### src/rtl/wbs_pkg.sv
`timescale 1ns/1ps
package wbs_pkg;
  // Strobes from the control half to the column datapath
  typedef struct packed {
    logic load;   // take the column at the end of the latency pipe
    logic step;   // advance to the next data clock of the burst
    logic show;   // current cycle is a data clock
  } dpCtl_t;
endpackage

### src/rtl/wbs_ctrl.sv
`timescale 1ns/1ps
module wbs_ctrl
  import wbs_pkg::*;
#(
  parameter int WL    = 5,
  parameter int CNT_W = 5
) (
  input  logic             clk,
  input  logic             rstN,
  input  logic             wrValid,
  input  logic             wrChopBit,
  input  logic [1:0]       cfgBurstMode,
  input  logic [CNT_W-1:0] cfgTwr,
  input  logic [CNT_W-1:0] cfgTwtr,
  output dpCtl_t           dpCtl,
  output logic             dqOe,
  output logic             dqsOe,
  output logic             preambleEn,
  output logic             postambleEn,
  output logic             prechargeOk,
  output logic             readOk,
  output logic             wrReject,
  output logic             modeErr
);
  localparam int SLOTS = 4;                  // clocks per full-length burst
  localparam int GAP_W = $clog2(SLOTS + 1);
  localparam int SLT_W = $clog2(SLOTS);

  logic             modeReserved, gapOk, accept, isChop;
  logic [GAP_W-1:0] gapCnt;
  logic             pipeVld  [WL];
  logic             pipeChop [WL];
  logic             active, chopCur, lastDq, loadNow, lastSlot, refEdge;
  logic [SLT_W-1:0] slotIdx;
  logic             anyPending;
  logic [CNT_W-1:0] wrCnt, wtrCnt;

  assign modeReserved = cfgBurstMode[1];
  assign gapOk        = (gapCnt >= GAP_W'(SLOTS));
  assign accept       = wrValid && !modeReserved && gapOk;
  assign isChop       = (cfgBurstMode == 2'b01) && !wrChopBit;

  // command spacing tracker, counts edges since the last accepted write
  always_ff @(posedge clk) begin
    if (!rstN)                        gapCnt <= GAP_W'(SLOTS);
    else if (accept)                  gapCnt <= GAP_W'(1);
    else if (gapCnt < GAP_W'(SLOTS))  gapCnt <= gapCnt + GAP_W'(1);
  end

  // latency pipe: one stage per clock of write latency
  genvar g;
  generate
    for (g = 0; g < WL; g++) begin : gStage
      if (g == 0) begin : gHead
        always_ff @(posedge clk) begin
          if (!rstN) begin
            pipeVld[0]  <= 1'b0;
            pipeChop[0] <= 1'b0;
          end else begin
            pipeVld[0]  <= accept;
            pipeChop[0] <= isChop;
          end
        end
      end else begin : gBody
        always_ff @(posedge clk) begin
          if (!rstN) begin
            pipeVld[g]  <= 1'b0;
            pipeChop[g] <= 1'b0;
          end else begin
            pipeVld[g]  <= pipeVld[g-1];
            pipeChop[g] <= pipeChop[g-1];
          end
        end
      end
    end
  endgenerate

  always_comb begin
    anyPending = 1'b0;
    for (int i = 0; i < WL; i++) anyPending = anyPending | pipeVld[i];
  end

  assign loadNow  = pipeVld[WL-1];
  assign lastSlot = active && (slotIdx == SLT_W'(SLOTS - 1));
  assign refEdge  = lastSlot && !loadNow;

  // burst slot engine; a chopped burst still walks all four slots
  always_ff @(posedge clk) begin
    if (!rstN) begin
      active  <= 1'b0;
      slotIdx <= '0;
      chopCur <= 1'b0;
    end else if (loadNow) begin
      active  <= 1'b1;
      slotIdx <= '0;
      chopCur <= pipeChop[WL-1];
    end else if (active) begin
      if (lastSlot) active  <= 1'b0;
      else          slotIdx <= slotIdx + SLT_W'(1);
    end
  end

  assign dqOe        = active && (!chopCur || (slotIdx < SLT_W'(2)));
  assign preambleEn  = loadNow && !dqOe;
  assign postambleEn = lastDq && !dqOe;
  assign dqsOe       = dqOe || preambleEn || postambleEn;

  always_ff @(posedge clk) begin
    if (!rstN) lastDq <= 1'b0;
    else       lastDq <= dqOe;
  end

  // recovery and turnaround counters, loaded at the reference edge
  always_ff @(posedge clk) begin
    if (!rstN) begin
      wrCnt  <= '0;
      wtrCnt <= '0;
    end else if (refEdge) begin
      wrCnt  <= cfgTwr;
      wtrCnt <= cfgTwtr;
    end else begin
      if (wrCnt  != '0) wrCnt  <= wrCnt  - CNT_W'(1);
      if (wtrCnt != '0) wtrCnt <= wtrCnt - CNT_W'(1);
    end
  end

  assign prechargeOk = !anyPending && !active && (wrCnt  == '0);
  assign readOk      = !anyPending && !active && (wtrCnt == '0);

  always_ff @(posedge clk) begin
    if (!rstN) begin
      wrReject <= 1'b0;
      modeErr  <= 1'b0;
    end else begin
      wrReject <= wrValid && !modeReserved && !gapOk;
      modeErr  <= wrValid && modeReserved;
    end
  end

  assign dpCtl.load = loadNow;
  assign dpCtl.step = active && !lastSlot && !loadNow;
  assign dpCtl.show = dqOe;
endmodule

### src/rtl/wbs_data.sv
`timescale 1ns/1ps
module wbs_data
  import wbs_pkg::*;
#(
  parameter int WL    = 5,
  parameter int COL_W = 10
) (
  input  logic             clk,
  input  logic             rstN,
  input  logic [COL_W-1:0] wrCol,
  input  dpCtl_t           dpCtl,
  output logic [COL_W-1:0] beatColRise,
  output logic [COL_W-1:0] beatColFall
);
  logic [COL_W-1:0] colPipe [WL];
  logic [COL_W-1:0] curCol;

  genvar g;
  generate
    for (g = 0; g < WL; g++) begin : gCol
      if (g == 0) begin : gHead
        always_ff @(posedge clk) begin
          if (!rstN) colPipe[0] <= '0;
          else       colPipe[0] <= wrCol;
        end
      end else begin : gBody
        always_ff @(posedge clk) begin
          if (!rstN) colPipe[g] <= '0;
          else       colPipe[g] <= colPipe[g-1];
        end
      end
    end
  endgenerate

  // two beats per clock: advance the column by two each data clock
  always_ff @(posedge clk) begin
    if (!rstN)           curCol <= '0;
    else if (dpCtl.load) curCol <= colPipe[WL-1];
    else if (dpCtl.step) curCol <= curCol + COL_W'(2);
  end

  assign beatColRise = dpCtl.show ? curCol                 : '0;
  assign beatColFall = dpCtl.show ? curCol + COL_W'(1)     : '0;
endmodule

### src/rtl/wr_burst_sched.sv
`timescale 1ns/1ps
module wr_burst_sched
  import wbs_pkg::*;
#(
  parameter int COL_W = 10,
  parameter int CWL   = 5,
  parameter int AL    = 0,
  parameter int CNT_W = 5
) (
  input  logic             clk,
  input  logic             rstN,
  input  logic             wrValid,
  input  logic [COL_W-1:0] wrCol,
  input  logic             wrChopBit,
  input  logic [1:0]       cfgBurstMode,
  input  logic [CNT_W-1:0] cfgTwr,
  input  logic [CNT_W-1:0] cfgTwtr,
  output logic             dqOe,
  output logic             dqsOe,
  output logic             preambleEn,
  output logic             postambleEn,
  output logic [COL_W-1:0] beatColRise,
  output logic [COL_W-1:0] beatColFall,
  output logic             prechargeOk,
  output logic             readOk,
  output logic             wrReject,
  output logic             modeErr
);
  localparam int WL = CWL + AL;

  dpCtl_t dpCtl;

  wbs_ctrl #(.WL(WL), .CNT_W(CNT_W)) uCtrl (
    .clk(clk), .rstN(rstN), .wrValid(wrValid), .wrChopBit(wrChopBit),
    .cfgBurstMode(cfgBurstMode), .cfgTwr(cfgTwr), .cfgTwtr(cfgTwtr),
    .dpCtl(dpCtl), .dqOe(dqOe), .dqsOe(dqsOe), .preambleEn(preambleEn),
    .postambleEn(postambleEn), .prechargeOk(prechargeOk), .readOk(readOk),
    .wrReject(wrReject), .modeErr(modeErr)
  );

  wbs_data #(.WL(WL), .COL_W(COL_W)) uData (
    .clk(clk), .rstN(rstN), .wrCol(wrCol), .dpCtl(dpCtl),
    .beatColRise(beatColRise), .beatColFall(beatColFall)
  );
endmodule

### config.mk
export PLATFORM = sky130hd
export DESIGN_NAME = wr_burst_sched
export DESIGN_NICKNAME = d
export VERILOG_FILES = /design/src/rtl/wbs_pkg.sv /design/src/rtl/wbs_ctrl.sv /design/src/rtl/wbs_data.sv /design/src/rtl/wr_burst_sched.sv
export SDC_FILE = /design/constraint.sdc
export NUM_CORES = 1
export LEC_CHECK = 0
export ABC_CLOCK_PERIOD_IN_PS = 1500
export BUFFER_PORTS_ARGS = -buffer_cell sky130_fd_sc_hd__buf_2
export CAP_MARGIN = 30
export CORE_MARGIN = 4
export CORE_UTILIZATION = 50
export CTS_CLUSTER_SIZE = 28
export DETAILED_ROUTE_END_ITERATION = 12
export PLACE_DENSITY = 0.8
export SYNTH_ARGS = -nofsm -noshare
export SYNTH_HDL_FRONTEND = slang
export SYNTH_SLANG_ARGS = --single-unit
### constraint.sdc
create_clock -name clk -period 1.5 [get_ports clk]
set_input_delay 0.225 -clock clk [delete_from_list [all_inputs] [get_ports clk]]
set_output_delay 0.225 -clock clk [all_outputs]
set_load 0.005 [all_outputs]
==> flow_metrics.py <==
metrics = {
    "finish": {
        "fin_util": 0.6700,
        "drive_gt1_frac": 0.3243,
        "fin_area_um2": 4352,
        "mostFrequentLayoutCells": "dfxtp_1 (78), and2_1 (61), buf_2 (53)",
        "area_growth_pct": 27.49,
        "fin_nets": 471,
        "instances_no_fill": 521,
        "antenna_cells": 0,
        "layout_commonest_cell": "dfxtp_1",
    },
    "power_and_ir_drop": {
        "powerDensity_nw_per_um2": 1211,
        "leakage_nw": 1.931,
        "total_power_mw": 5.270,
        "ir_worst_vdd_mv": 0.6787,
    },
    "logic_synthesis": {
        "synthesis.nets": 392,
        "yosysWarnings": 0,
        "synth-edff-count": 0,
        "ys_seq_area_frac": 0.5279,
        "syn_avg_cell_area_um2": 9.481,
        "synth.top_cell.area_share": 0.5279,
        "syn_inst": 360,
        "synth_cell_types": 41,
        "async_flop_share": 0,
        "synth-main-ff-cell": "dfxtp_1",
        "synth_area_leaders": "dfxtp_1 (53%), and2_1 (11%), and3_1 (3.3%)",
        "yosys_register_bits": 90,
        "synth_area_um2": 3413,
        "yosysTopAreaCell": "dfxtp_1",
    },
    "critical_path": {
        "crit_end": "beatColFall[6]",
        "critPathMaxStageDelay_ns": 0.40,
        "timing.rr.end": "uCtrl.wrCnt[1]",
        "arrival_ns": 1.55,
        "cp.required_ns": 1.27,
        "start_kind": "flop",
        "cp.depth": 5,
        "reg2reg_from": "uCtrl.wrCnt[1]",
        "worst_path_max_delay_cell": "dfxtp_4",
        "r2r_cells": 9,
        "cp_cell_sequence": "ha_4 > nand3_2 > or3_1 > a21oi_1 > buf_2",
        "crit_start": "uData.curCol[1]",
        "cp_max_fo": 4,
        "critPathBufInv": 1,
        "path_class": "flop to output port",
        "endpoint_kind": "output port",
        "crit_family": "flip-flops",
        "ff2ff_setup_slack_ns": 0,
    },
    "floorplanning": {
        "die_h_um": 90.62,
        "start_util": 0.5255,
        "io_pins": 54,
        "die_w_um": 90.62,
        "core_area_um2": 6495,
        "num_rows": 29,
        "dieArea_um2": 8212,
    },
    "clock_tree": {
        "cts_tree": "done",
        "cts_hold_buffers": 0,
        "clockRootBuffer": "clkbuf_8",
        "clock_latency_ns": 0.35,
        "clkSinkCount": 90,
        "clk_pin_slew_ns": 0.08,
        "cts_buffer_depth": 2,
        "cts-buffers-inserted": 9,
        "cts_max_level": 3,
    },
    "global_routing": {
        "grt_usage": 0.1536,
        "antenna_found_initial": 0,
        "grt_pass1_wl_um": 10450,
        "grt-ovfl-total": 0,
        "grt_max_degree": 32,
        "grt_pass1_vias": 2452,
    },
    "placed_design": {
        "gp_congestion": 0.8784,
        "placedCellCount": 488,
        "post_dp_cell_area_um2": 3834,
        "dpl.hpwl_um": 4005,
        "numPortBuffers": 53,
    },
    "sta": {
        "min_period_over_period": 1.183,
        "slew_headroom": 0.7444,
        "maxSlewViolCount": 0,
        "clock.fmax_ghz": 0.5633,
        "hold_viol_final": 0,
        "setup_viol_count_final": 11,
        "setup_tns_ns": -1.836,
        "worst_pin_slew_ns": 0.3824,
        "final.min_clock_period_ns": 1.775,
        "setup_slack_ns": -0.2752,
        "rsz0062_at_grt": "true",
        "clock_skew_ns": 0.006408,
    },
    "route": {
        "remaining_drc_errors": 0,
        "num_vias": 2566,
        "vias_per_cell": 4.925,
        "wirelength_um": 6431,
        "ant_nets": 0,
        "drt_iter0_drc": 93,
        "wl_per_cell_um": 12.34,
        "dr.pass1.iters": 4,
    },
    "flow_run": {
        "max_cap_viol_count": 0,
    },
    "min_path": {
        "hold_depth": 2,
        "min_path_type": "primary input to flop",
    },
    "outcome": {
        "status": "finished, violations left",
        "violations": "negative setup slack",
    },
}
## metal layers
layer | part of all wire | vias to the layer above | GRT usage
met1 | 0.42 | 1150 | 0.1743
met5 | 0 | - | 0
li1 | - | 1332 | -
met2 | 0.50 | 70 | 0.2588
met3 | 0.056 | 14 | 0.05000
met4 | 0.017 | 0 | 0.07526
## layout make-up
cell class              instances  area [um2]
repair buffers                 90       589.3
multi-input cells             238        1605
clock buffers                  11       131.4
clock inverters                 5       62.56
inverters                      10       37.54
well taps                      77       96.34
flip-flops and latches         90        1829
fillers                       476        2143
## cell usage after synthesis, types with 6 or more instances
cell type	number
o21ai_0	20
xor2_1	9
and3_1	18
a21oi_1	13
dfxtp_1	90
buf_2	6
nor2_1	19
nand3_1	11
xnor2_1	8
ha_1	6
inv_1	9
clkbuf_1	11
and2_1	62
nand2_1	28
## worst reg2reg max path: cells and delay by family (launching register included)
family / cells / cell delay [ns]
and+or+nand+nor: 2 / 0.28
buffers and inverters: 4 / 0.42
adders and majority gates: 1 / 0.13
AOI/OAI and AO/OA: 2 / 0.22
DFF: 1 / 0.33
## kinds of logic (layout without fill, tap and decap cells)
logic type / after synthesis / after routing / synth area share
buffers and inverters: 33 / 116 / 0.04362
AOI/OAI and AO/OA: 42 / 42 / 0.07038
xor gates and xnor gates: 17 / 17 / 0.04362
adders and majority gates: 6 / 6 / 0.02199
and+or+nand+nor: 169 / 170 / 0.2837
DFF: 90 / 90 / 0.5279
muxes: 3 / 3 / 0.008798
## metrics by stage
stage / hold slack [ns] / worst slack, ns
after floorplan: 0.3388 / 0.01172
after global placement: 0.4132 / 0.02160
after detailed placement: 0.4169 / -0.04041
after CTS: 0.05857 / -0.2404
after global routing: 0.05422 / -0.3595
final: 0.07442 / -0.2752
## registers in the layout, indices dropped and copies added (netlist names), 2 cells and up
name,count
uCtrl.pipeVld,5
uCtrl.wtrCnt,5
uData.curCol,10
uCtrl.slotIdx,2
uData.colPipe,50
uCtrl.wrCnt,5
uCtrl.gapCnt,3
uCtrl.pipeChop,5
## worst min-delay path by stage
stage | startpoint | endpoint | slack (ns)
after floorplan | wrValid | uCtrl.wrReject | 0.34
after global placement | uData.colPipe[2][4] | uData.colPipe[3][4] | 0.41
after detailed placement | uData.colPipe[3][5] | uData.colPipe[4][5] | 0.42
after CTS | wrCol[0] | uData.colPipe[0][0] | 0.06
after global routing | wrCol[2] | uData.colPipe[0][2] | 0.05
final | wrCol[2] | uData.colPipe[0][2] | 0.07
## power by group
part	internal [mW]	switching, mW	total (mW)
Sequential	2.52	0.0999	2.62
Clock	0.783	0.816	1.60
Combinational	0.576	0.476	1.05
## what timing repair did
action	CTS	global route
setup endpoints to repair	24	28
setup buffers	10	5
gates cloned	0	3
hold endpoints to repair	0	0
gates resized for setup	35	26
pin swaps	19	8
Power figures use the tool's default switching activity.
